--- src/rtl/spim_pkg.sv ---
package spim_pkg;

  // Register byte offsets; software relies on these positions.
  localparam int OFF_CTRL  = 'h00;
  localparam int OFF_CFG   = 'h04;
  localparam int OFF_TX    = 'h08;
  localparam int OFF_RX    = 'h0C;
  localparam int OFF_CAUSE = 'h10;

  // Configuration field placement.
  localparam int PRE_W         = 5;
  localparam int HALF_W        = PRE_W - 1;
  localparam int CFG_WIDE_BIT  = 5;
  localparam int CFG_TADJ_BIT  = 14;
  localparam int MIN_HALF      = 2;

  typedef struct packed {
    logic             tadj;
    logic             wide;
    logic [PRE_W-1:0] presc;
  } cfg_t;

  // Clamp a prescale code to the legal half-period range (2..15 clocks).
  function automatic logic [HALF_W-1:0] eff_half(input logic [PRE_W-1:0] p);
    logic [HALF_W-1:0] h;
    if (!p[PRE_W-1]) begin
      h = HALF_W'(MIN_HALF);
    end else if (p[HALF_W-1:0] < HALF_W'(MIN_HALF)) begin
      h = HALF_W'(MIN_HALF);
    end else begin
      h = p[HALF_W-1:0];
    end
    return h;
  endfunction

endpackage

--- src/rtl/spim_clkdiv.sv ---
module spim_clkdiv
  import spim_pkg::*;
(
  input  logic             clk,
  input  logic             rst_n,
  input  logic             load,
  input  logic             run,
  input  logic [PRE_W-1:0] presc,
  output logic             tick
);

  logic [HALF_W-1:0] half_q, half_d;
  logic [HALF_W-1:0] cnt_q, cnt_d;
  logic [HALF_W-1:0] new_half;

  assign new_half = eff_half(presc);

  // Next-state: divisor latched at start, counter reloads every half period.
  always_comb begin
    half_d = half_q;
    cnt_d  = cnt_q;
    if (load) begin
      half_d = new_half;
      cnt_d  = new_half - HALF_W'(1);
    end else if (run) begin
      if (cnt_q == '0) begin
        cnt_d = half_q - HALF_W'(1);
      end else begin
        cnt_d = cnt_q - HALF_W'(1);
      end
    end
  end

  always_ff @(posedge clk or negedge rst_n) begin
    if (!rst_n) begin
      half_q <= HALF_W'(MIN_HALF);
      cnt_q  <= '0;
    end else begin
      half_q <= half_d;
      cnt_q  <= cnt_d;
    end
  end

  assign tick = run && !load && (cnt_q == '0);

endmodule

--- src/rtl/spim_shifter.sv ---
module spim_shifter #(
  parameter int WORD_W = 16,
  localparam int NARROW_W = WORD_W / 2,
  localparam int BIT_W    = $clog2(WORD_W)
) (
  input  logic              clk,
  input  logic              rst_n,
  input  logic              start,
  input  logic              wide,
  input  logic [WORD_W-1:0] tx_word,
  input  logic              tick,
  input  logic              miso,
  output logic              busy,
  output logic              sck,
  output logic              mosi,
  output logic              done,
  output logic [WORD_W-1:0] rx_word
);

  logic              busy_q, busy_d;
  logic              sck_q, sck_d;
  logic              done_q, done_d;
  logic              wide_q, wide_d;
  logic [BIT_W-1:0]  bit_q, bit_d;
  logic [WORD_W-1:0] tx_q, tx_d;
  logic [WORD_W-1:0] rx_q, rx_d;
  logic [BIT_W-1:0]  last_bit;
  logic [WORD_W-1:0] load_word;

  assign last_bit = wide_q ? BIT_W'(WORD_W - 1) : BIT_W'(NARROW_W - 1);

  // Narrow words are aligned to the top of the shift register so the
  // output bit is always the register MSB.
  assign load_word = wide ? tx_word
                          : {tx_word[NARROW_W-1:0], {NARROW_W{1'b0}}};

  always_comb begin
    busy_d = busy_q;
    sck_d  = sck_q;
    done_d = 1'b0;
    wide_d = wide_q;
    bit_d  = bit_q;
    tx_d   = tx_q;
    rx_d   = rx_q;
    if (start && !busy_q) begin
      busy_d = 1'b1;
      sck_d  = 1'b0;
      wide_d = wide;
      bit_d  = '0;
      tx_d   = load_word;
      rx_d   = '0;
    end else if (busy_q && tick) begin
      if (!sck_q) begin
        sck_d = 1'b1;
        rx_d  = {rx_q[WORD_W-2:0], miso};
      end else begin
        sck_d = 1'b0;
        if (bit_q == last_bit) begin
          busy_d = 1'b0;
          done_d = 1'b1;
        end else begin
          bit_d = bit_q + BIT_W'(1);
          tx_d  = {tx_q[WORD_W-2:0], 1'b0};
        end
      end
    end
  end

  always_ff @(posedge clk or negedge rst_n) begin
    if (!rst_n) begin
      busy_q <= 1'b0;
      sck_q  <= 1'b0;
      done_q <= 1'b0;
      wide_q <= 1'b0;
      bit_q  <= '0;
      tx_q   <= '0;
      rx_q   <= '0;
    end else begin
      busy_q <= busy_d;
      sck_q  <= sck_d;
      done_q <= done_d;
      wide_q <= wide_d;
      bit_q  <= bit_d;
      tx_q   <= tx_d;
      rx_q   <= rx_d;
    end
  end

  assign busy    = busy_q;
  assign sck     = sck_q;
  assign mosi    = busy_q & tx_q[WORD_W-1];
  assign done    = done_q;
  assign rx_word = wide_q ? rx_q : {{NARROW_W{1'b0}}, rx_q[NARROW_W-1:0]};

endmodule

--- src/rtl/spim_regs.sv ---
module spim_regs
  import spim_pkg::*;
#(
  parameter int ADDR_W = 8,
  parameter int DATA_W = 32,
  parameter int WORD_W = 16
) (
  input  logic              clk,
  input  logic              rst_n,
  input  logic [ADDR_W-1:0] addr,
  input  logic              wen,
  input  logic [DATA_W-1:0] wdata,
  input  logic              busy,
  input  logic              done,
  input  logic [WORD_W-1:0] rx_word,
  output logic [DATA_W-1:0] rdata,
  output logic              cs,
  output cfg_t              cfg,
  output logic              start,
  output logic [WORD_W-1:0] tx_word,
  output logic              cause
);

  logic              sel_ctrl, sel_cfg, sel_tx, sel_rx, sel_cause;
  logic              cs_q, cs_d;
  cfg_t              cfg_q, cfg_d;
  logic [WORD_W-1:0] rx_q, rx_d;
  logic              cause_q, cause_d;
  logic              unused_wdata_hi;

  assign sel_ctrl  = (addr == ADDR_W'(OFF_CTRL));
  assign sel_cfg   = (addr == ADDR_W'(OFF_CFG));
  assign sel_tx    = (addr == ADDR_W'(OFF_TX));
  assign sel_rx    = (addr == ADDR_W'(OFF_RX));
  assign sel_cause = (addr == ADDR_W'(OFF_CAUSE));

  assign unused_wdata_hi = ^wdata[DATA_W-1:WORD_W];

  always_comb begin
    cs_d    = cs_q;
    cfg_d   = cfg_q;
    rx_d    = rx_q;
    cause_d = cause_q;
    if (wen && sel_ctrl) begin
      cs_d = wdata[0];
    end
    if (wen && sel_cfg) begin
      cfg_d.presc = wdata[PRE_W-1:0];
      cfg_d.wide  = wdata[CFG_WIDE_BIT];
      cfg_d.tadj  = wdata[CFG_TADJ_BIT];
    end
    if (done) begin
      rx_d    = rx_word;
      cause_d = 1'b1;
    end else if (wen && sel_cause) begin
      cause_d = 1'b0;
    end
  end

  always_ff @(posedge clk or negedge rst_n) begin
    if (!rst_n) begin
      cs_q    <= 1'b0;
      cfg_q   <= '0;
      rx_q    <= '0;
      cause_q <= 1'b0;
    end else begin
      cs_q    <= cs_d;
      cfg_q   <= cfg_d;
      rx_q    <= rx_d;
      cause_q <= cause_d;
    end
  end

  always_comb begin
    rdata = '0;
    if (sel_ctrl) begin
      rdata[0] = cs_q;
    end else if (sel_cfg) begin
      rdata[PRE_W-1:0]   = cfg_q.presc;
      rdata[CFG_WIDE_BIT] = cfg_q.wide;
      rdata[CFG_TADJ_BIT] = cfg_q.tadj;
    end else if (sel_rx) begin
      rdata[WORD_W-1:0] = rx_q;
    end else if (sel_cause) begin
      rdata[0] = cause_q;
    end
  end

  assign start   = wen && sel_tx && !busy;
  assign tx_word = wdata[WORD_W-1:0];
  assign cs      = cs_q;
  assign cfg     = cfg_q;
  assign cause   = cause_q;

endmodule

--- src/rtl/spi_regmaster.sv ---
module spi_regmaster
  import spim_pkg::*;
#(
  parameter int ADDR_W = 8,
  parameter int DATA_W = 32,
  parameter int WORD_W = 16
) (
  input  logic              clk,
  input  logic              rst_n,
  input  logic [ADDR_W-1:0] bus_addr,
  input  logic              bus_wen,
  input  logic [DATA_W-1:0] bus_wdata,
  output logic [DATA_W-1:0] bus_rdata,
  output logic              sck,
  output logic              mosi,
  input  logic              miso,
  output logic              cs_n
);

  logic              rst_meta_q, rst_sync_n;
  logic              xfer_busy, xfer_done, xfer_start, div_tick;
  logic              cs_level, cause_flag;
  logic [WORD_W-1:0] tx_word, rx_word;
  cfg_t              cfg;

  // Reset asserts immediately and releases on a clock edge.
  always_ff @(posedge clk or negedge rst_n) begin
    if (!rst_n) begin
      rst_meta_q <= 1'b0;
      rst_sync_n <= 1'b0;
    end else begin
      rst_meta_q <= 1'b1;
      rst_sync_n <= rst_meta_q;
    end
  end

  spim_regs #(
    .ADDR_W(ADDR_W),
    .DATA_W(DATA_W),
    .WORD_W(WORD_W)
  ) u_regs (
    .clk     (clk),
    .rst_n   (rst_sync_n),
    .addr    (bus_addr),
    .wen     (bus_wen),
    .wdata   (bus_wdata),
    .busy    (xfer_busy),
    .done    (xfer_done),
    .rx_word (rx_word),
    .rdata   (bus_rdata),
    .cs      (cs_level),
    .cfg     (cfg),
    .start   (xfer_start),
    .tx_word (tx_word),
    .cause   (cause_flag)
  );

  spim_clkdiv u_div (
    .clk   (clk),
    .rst_n (rst_sync_n),
    .load  (xfer_start),
    .run   (xfer_busy),
    .presc (cfg.presc),
    .tick  (div_tick)
  );

  spim_shifter #(
    .WORD_W(WORD_W)
  ) u_shift (
    .clk     (clk),
    .rst_n   (rst_sync_n),
    .start   (xfer_start),
    .wide    (cfg.wide),
    .tx_word (tx_word),
    .tick    (div_tick),
    .miso    (miso),
    .busy    (xfer_busy),
    .sck     (sck),
    .mosi    (mosi),
    .done    (xfer_done),
    .rx_word (rx_word)
  );

  assign cs_n = ~cs_level;

endmodule

--- config.mk ---
export PLATFORM = sky130hd
export DESIGN_NAME = spi_regmaster
export DESIGN_NICKNAME = d
export VERILOG_FILES = /design/src/rtl/spim_pkg.sv /design/src/rtl/spim_clkdiv.sv /design/src/rtl/spim_shifter.sv /design/src/rtl/spim_regs.sv /design/src/rtl/spi_regmaster.sv
export SDC_FILE = /design/constraint.sdc
export NUM_CORES = 1
export LEC_CHECK = 0
export BUFFER_PORTS_ARGS = -buffer_cell sky130_fd_sc_hd__buf_2
export CAP_MARGIN = 20
export CORE_MARGIN = 2
export CORE_UTILIZATION = 60
export CTS_BUF_LIST = sky130_fd_sc_hd__clkbuf_8
export DETAILED_ROUTE_END_ITERATION = 16
export PLACE_DENSITY_LB_ADDON = 0.2
export SYNTH_ARGS = -nofsm -noshare
export SYNTH_HDL_FRONTEND = slang
export SYNTH_SLANG_ARGS = --single-unit
--- constraint.sdc ---
create_clock -name clk -period 4.9 [get_ports clk]
set_input_delay 0.735 -clock clk [delete_from_list [all_inputs] [get_ports clk]]
set_output_delay 0.735 -clock clk [all_outputs]
set_load 0.005 [all_outputs]
==> results.toml, run 1 <==
[run_status]
outcome = "completed"

[timing]
setup_ws_ns = 1.68
finalSetupViolations = 0
fin_crit_ns = 3.22
skew_ns = 0.00864
worstMarginPinSlew_ns = 0.773
maxSlewViolCount = 0
fin_tns_setup_ns = 0
fin_crit_sh = 0.658
slew-limit-headroom = 0.485
fmax_mhz = 310
rsz0062_at_grt = "no"
hold_viol = 0
fin_hold_ws_ns = 0.118

[setup_path]
cp-start-kind = "input pin"
path_class = "in2out"
cp-end-kind = "output port"
required_ns = 4.16
cp.arrival_ns = 2.49
path_max_fanout = 12

[power_and_ir_drop]
combPwrFrac = 0.145
seqPwrFrac = 0.517
ir_worst_vdd_mv = 0.234
p_leak_nw = 1.98
swShare = 0.273
power_density_nw_per_um2 = 363
switchingPower_mw = 0.402
p_int_mw = 1.07
power_mw = 1.47
pwr-share-clk = 0.338

[logic_synthesis]
post_synth.cell_area_avg_sq_um = 10.8
ys_seq_elements = 75
synth_mux_area_frac = 0.108
synth.distinct_cells = 49
synth.yosys.seq_area_share = 0.519
synth_edf_count = 0
syn_area_sq_um = 3620
async_reset_ff_frac = 1.00
yosysWarnings = 0
synthAdderAreaFrac = 0.00692
synth-compound-area-share = 0.158
synth_top_family_by_area = "compound AO/OA/AOI/OAI gates"
synth-simple-area-share = 0.125
synth_xor_area_frac = 0.00484
synthCells = 334
synth_ff_type = "dfrtp_1"

[run]
drv_cap = 0

[cts]
clockBufferDepth = 2
cts_inserted_buffers = 9
clkSlewWorstSetupHoldPaths_ns = 0.07
cts-resized-gates = 0
cts_tree = "built"
root_buffer = "clkbuf_8"
cts_max_level = 3
post_cts.repair.setup_buffers = 0
cts_hold_buf = 0
clkLatencyLatePin_ns = 0.35
clock_sinks = 75

[die]
die_y_microns = 81.6
io_pins = 79
start_util = 0.615
die_x_microns = 81.6
floorplan.rows = 28
coreArea_sq_um = 5890
dieArea_sq_um = 6670

[cells_and_area]
diodes = 0
layout_common_cells = "dfrtp_1, buf_2, mux2_2, a22o_1"
multi_input_area_sq_um = 1530
syn_to_final_growth_pct = 12.1
nets = 423
layout-drive-gt1-share = 0.267
mostFrequentLayoutCell = "dfrtp_1"
regArea_sq_um = 1880
instances_no_fill = 457
fillers = 452

[placement]
dp_slack_ns = 1.69
gp_congestion = 0.782
place.detailed.hpwl_microns = 5000
place_inst = 439
port_buffers = 46

[global_routing]
grt_pass1_wl_microns = 12200
antenna_found_initial = 0
grt.total_usage = 0.247
grt_max_degree = 64
gr-total-overflow = 0
grt_pass1_vias = 2505

[drt]
wirelength_microns = 7490
wirelength_met1_microns = 3450
drc_errors = 0
wl_per_cell_microns = 16.4
drtAntennaViolNets = 0
first_pass_iters = 4
via_per_inst = 5.86
dr_wl_met3_microns = 301
routed.top_layer = "met4"
drt_iter0_markers = 171
vias = 2677
wl_met2_microns = 3590

[worst_hold_path]
holdCritPathClass = "reg2async"
==> per-stage QoR <==
| stage | instance area [sq um] | utilization |
|---|---|---|
| after floorplan | 3670 | - |
| after global placement | 3820 | 0.649 |
| after detailed placement | 3820 | 0.649 |
| after CTS | 4040 | 0.686 |
| after global routing | 4050 | 0.689 |
| final | 4050 | 0.689 |
==> kinds of logic (layout without fill, tap and decap cells) <==
group,count (synthesis),count (layout)
AOI/OAI and AO/OA,83,83
and+or+nand+nor,80,80
DFF,75,75
buffers and inverters,54,87
muxes,36,36
adders and majority gates,2,2
other,2,17
xor gates and xnor gates,2,2
==> cell usage after synthesis (all sizes together), types with 2 or more instances <==
cell type	count	area share
or4	2	0.0062
nor3	10	0.017
inv	20	0.021
nand2b	3	0.0052
nor3b	2	0.0055
conb	2	0.0021
o22ai	8	0.014
mux2	24	0.075
a21boi	2	0.0041
mux2i	12	0.033
nand3	15	0.021
clkbuf	10	0.010
a22o	22	0.053
nor2	14	0.015
o311ai	2	0.0048
ha	2	0.0069
nor4	11	0.025
nand4	2	0.0035
a21o	5	0.010
buf	23	0.044
xor2	2	0.0048
o21ai	12	0.017
a21oi	20	0.028
nand2	14	0.015
dfrtp	74	0.51
a31oi	2	0.0035
and2	4	0.0069
==> final cells by class <==
type                            instances  share of cell area
Clock buffer                           12              0.0407
Clock inverter                          4              0.0117
Inverter                               21              0.0194
Multi-Input combinational cell        220               0.376
Sequential cell                        75               0.464
Tap cell                               75              0.0231
Timing Repair Buffer                   50              0.0651
==> final timing paths <==
check | from | cells past startpoint | to | slack, ns
min in group clk | rst_meta_q | 0 | rst_sync_n | 0.36
max in group asynchronous | rst_sync_n | 1 | u_regs.cfg[5] | 3.75
min | rst_sync_n | 0 | u_shift.rx_q[2] | 0.12
max reg2reg | u_div.cnt_q[1] | 5 | u_shift.bit_q[0] | 2.57
max | bus_addr[4] | 6 | bus_rdata[0] | 1.68
min reg2reg | rst_sync_n | 0 | u_shift.rx_q[2] | 0.12
==> routing by layer <==
layer  up-vias  global-route usage
li1       1260                   -
met1      1327               0.350
met2        79               0.387
met3        11              0.0374
met4         0               0.100
met5         -                   0
==> power by group through the flow <==
stage	sequential [mW]	combinational (mW)	clock (mW)
5_1_grt	0.775	0.246	0.530
3_3_place_gp	0.769	0.200	0
4_1_cts	0.762	0.214	0.505
6_report	0.762	0.213	0.497
2_1_floorplan	0.759	0.165	0
3_5_place_dp	0.773	0.209	0
==> state kept, by name, indices dropped and copies added, names as in the netlist <==
| signal | flops |
|---|---|
| u_div.cnt_q | 4 |
| u_shift.tx_q | 16 |
| u_shift.wide_q | 1 |
| u_div.half_q | 4 |
| rst_sync_n | 1 |
| rst_meta_q | 1 |
| u_regs.rx_q | 16 |
| u_shift.rx_q | 16 |
| u_regs.cfg | 7 |
| u_shift.bit_q | 4 |
| u_regs.cs | 1 |
| u_regs.cause | 1 |
| u_shift.sck | 1 |
| u_shift.done | 1 |
| u_shift.busy | 1 |
==> critical path: stages <==
cell and delay (ns):
buf_2 0.13, or4_4 0.63, nor3_2 0.53, nand2_1 0.14
a22oi_1 0.18, buf_2 0.14
Power figures use the tool's default switching activity.
==> run 2, diff against run 1 <==
--- a/config.mk
+++ b/config.mk
@@ -5,10 +5,11 @@
 export SDC_FILE = /design/constraint.sdc
 export NUM_CORES = 1
 export LEC_CHECK = 0
+export ABC_AREA = 1
 export BUFFER_PORTS_ARGS = -buffer_cell sky130_fd_sc_hd__buf_2
 export CAP_MARGIN = 20
 export CORE_MARGIN = 2
-export CORE_UTILIZATION = 60
+export CORE_UTILIZATION = 51
 export CTS_BUF_LIST = sky130_fd_sc_hd__clkbuf_8
 export DETAILED_ROUTE_END_ITERATION = 16
 export PLACE_DENSITY_LB_ADDON = 0.2
==> constraint.sdc (replaced) <==
create_clock -name clk -period 2.75 [get_ports clk]
set_input_delay 0.4125 -clock clk [delete_from_list [all_inputs] [get_ports clk]]
set_output_delay 0.4125 -clock clk [all_outputs]
set_load 0.005 [all_outputs]
==> run 2 against run 1 <==
Clock power is 39% higher. Die area is 16% higher. Global-route usage is 3.9 points lower. Sequential power is 47% higher. Final cell count is 25% higher. Sequential cell count stayed put. Count of clock-buffer cells in the layout is 3 lower. Synthesized cell count is 27% higher. Sequential share of layout area is 0.36 points higher. Combinational power is 59% lower. Critical path type unchanged. Critical endpoint unchanged.
==> results.toml, run 2 <==
[timing]
fin_tns_setup_ns = 0
fin_crit_sh = 0.788
skew_ns = 0.0109
hold_viol = 0
fin_crit_ns = 2.17
fmax_mhz = 461
worstMarginPinSlew_ns = 0.897
setup_ws_ns = 0.583
rsz0062_at_grt = "no"
slew-limit-headroom = 0.402
finalSetupViolations = 0
maxSlewViolCount = 0

[drt]
drtAntennaViolNets = 0
first_pass_iters = 4
drc_errors = 0
wl_per_cell_microns = 12.7
drt_iter0_markers = 188
wirelength_microns = 7240
vias = 2891
via_per_inst = 5.05

[cts]
clkSlewWorstSetupHoldPaths_ns = 0.07
root_buffer = "clkbuf_8"
clock_sinks = 75
cts_inserted_buffers = 9
post_cts.repair.setup_buffers = 0
cts_max_level = 3
clkLatencyLatePin_ns = 0.34
cts_hold_buf = 1
clockBufferDepth = 2
cts-resized-gates = 0
cts_tree = "built"

[cells_and_area]
reg_top3 = "u_regs.rx_q (16), u_shift.rx_q (16), u_shift.tx_q (16)"
postLayoutCellArea_sq_um = 4020
syn_to_final_growth_pct = 11.6
multi_input_area_sq_um = 1300
nets = 518
mostFrequentLayoutCell = "inv_1"
layout_common_cells = "inv_1, nand2_1, dfrtp_1, buf_2, o21ai_0"
layout-drive-gt1-share = 0.166
regArea_sq_um = 1880
fillers = 639
diodes = 0

[logic_synthesis]
synth_ff_type = "dfrtp_1"
synth.most_common_cell = "inv_1"
ys_seq_elements = 75
async_reset_ff_frac = 1.00
post_synth.cell_area_avg_sq_um = 8.52
synth.distinct_cells = 35
yosysWarnings = 0
synth_top_area_frac = 0.514
synth_edf_count = 0
synth.yosys.seq_area_share = 0.521
synth_area_leaders = "dfrtp_1, inv_1, nand2_1"
yosys-top-cells-count = "inv_1, dfrtp_1, nand2_1"
synthCells = 423
yosysTopAreaCell = "dfrtp_1"
syn_area_sq_um = 3600

[setup_path]
cp.arrival_ns = 1.75
crit_start = "bus_addr[6]"
required_ns = 2.34
path_class = "in2out"
crit_path_end = "bus_rdata[0]"
cp-end-kind = "output port"
ff2ff_setup_slack_ns = 0.79
path_max_fanout = 7
rr_startpoint = "u_div.cnt_q[1]"
r2r_cells = 8
worstReg2RegEnd = "u_shift.tx_q[14]"
cp-start-kind = "input pin"

[placement]
port_buffers = 46
placed_cell_area_sq_um = 3860
place.detailed.hpwl_microns = 5230
dp_slack_ns = 0.597
gp_congestion = 0.859

[power_and_ir_drop]
ir_worst_vdd_mv = 0.234
combPwrFrac = 0.046
p_leak_nw = 2.18
pwr-share-clk = 0.364
seqPwrFrac = 0.590
switchingPower_mw = 0.450
p_int_mw = 1.45
power_density_nw_per_um2 = 472
swShare = 0.237

[die]
floorplan.rows = 30
die_x_microns = 88.1
die_y_microns = 88.1
dieArea_sq_um = 7760
coreArea_sq_um = 6830
io_pins = 79
start_util = 0.528

[global_routing]
grt.total_usage = 0.209
grt_max_degree = 74
grt_pass1_vias = 2634
antenna_found_initial = 0
grt_pass1_wl_microns = 12500
gr-total-overflow = 0

[run]
drv_cap = 0

[run_status]
outcome = "completed"

[worst_hold_path]
holdCritPathClass = "in2reg"
==> run 2: cell types whose count changed after synthesis, moves of 4 or more <==
| cell | delta |
|---|---|
| o21ai_0 | +30 |
| nor2_1 | +11 |
| mux2i_1 | -12 |
| a21o_1 | -4 |
| nor4_1 | -9 |
| mux2_2 | -24 |
| o22ai_1 | +22 |
| a22o_1 | -21 |
| a21oi_1 | -5 |
| nand4_1 | +5 |
| nand2_1 | +60 |
| clkbuf_1 | -4 |
| inv_1 | +55 |
==> run 2: metal layers <==
layer / vias up / GRT usage / share of wire
li1: 1438 / - / -
met1: 1341 / 0.320 / 0.48
met2: 103 / 0.294 / 0.43
met3: 9 / 0.0434 / 0.079
met4: 0 / 0.0744 / 0.010
met5: - / 0 / 0
==> run 2: final cells by class <==
class / instances / area share
timing repair buffer: 53 / 0.0709
clock inverter: 6 / 0.00715
multi-input combinational: 256 / 0.322
sequential: 75 / 0.467
clock buffer: 9 / 0.0308
tap: 96 / 0.0299
inverter: 77 / 0.0719
==> run 2: per-stage QoR <==
| step | util | power, mW | hold slack [ns] | cells |
|---|---|---|---|---|
| finish | 0.589 | 1.90 | 0.316 | 572 |
| global route | 0.589 | 1.98 | 0.345 | 572 |
| CTS | 0.589 | 1.92 | 0.318 | 572 |
| detailed placement | 0.565 | 1.23 | 0.200 | 556 |
| global placement | 0.565 | 1.23 | 0.198 | 556 |
| floorplan | - | 1.21 | 0.117 | 438 |
==> run 2: worst min path at each step <==
stage | from | cells past startpoint | to
CTS | miso | 3 | u_shift.rx_q[0]
global route | bus_wdata[15] | 3 | u_shift.tx_q[15]
global placement | rst_n | 1 | rst_meta_q
detailed placement | rst_n | 1 | rst_meta_q
finish | miso | 3 | u_shift.rx_q[0]
floorplan | rst_n | 0 | rst_meta_q
==> run 2: cell families after synthesis <==
kind of cell / Yosys count / synth area share
adders and majority gates: 2 / 0.00694
xor gates and xnor gates: 2 / 0.00486
buffers and inverters: 107 / 0.135
DFF: 75 / 0.521
and+or+nand+nor: 138 / 0.175
AOI/OAI and AO/OA: 97 / 0.155
other: 2 / 0.00208
==> run 2: power by group through the flow <==
stage / registers (mW) / logic (mW) / clock network (mW)
floorplan: 1.15 / 0.0533 / 0
global route: 1.12 / 0.105 / 0.758
CTS: 1.12 / 0.0902 / 0.708
finish: 1.12 / 0.0883 / 0.691
global placement: 1.14 / 0.0881 / 0
detailed placement: 1.14 / 0.0889 / 0
==> run 2: critical path, cell delays in order <==
cell and delay [ns]:
buf_2 0.09, inv_1 0.04, nand2_1 0.09, nor2_4 0.23, nand4_1 0.31, o22ai_1 0.22, inv_1 0.06, a22oi_1 0.15
buf_2 0.15
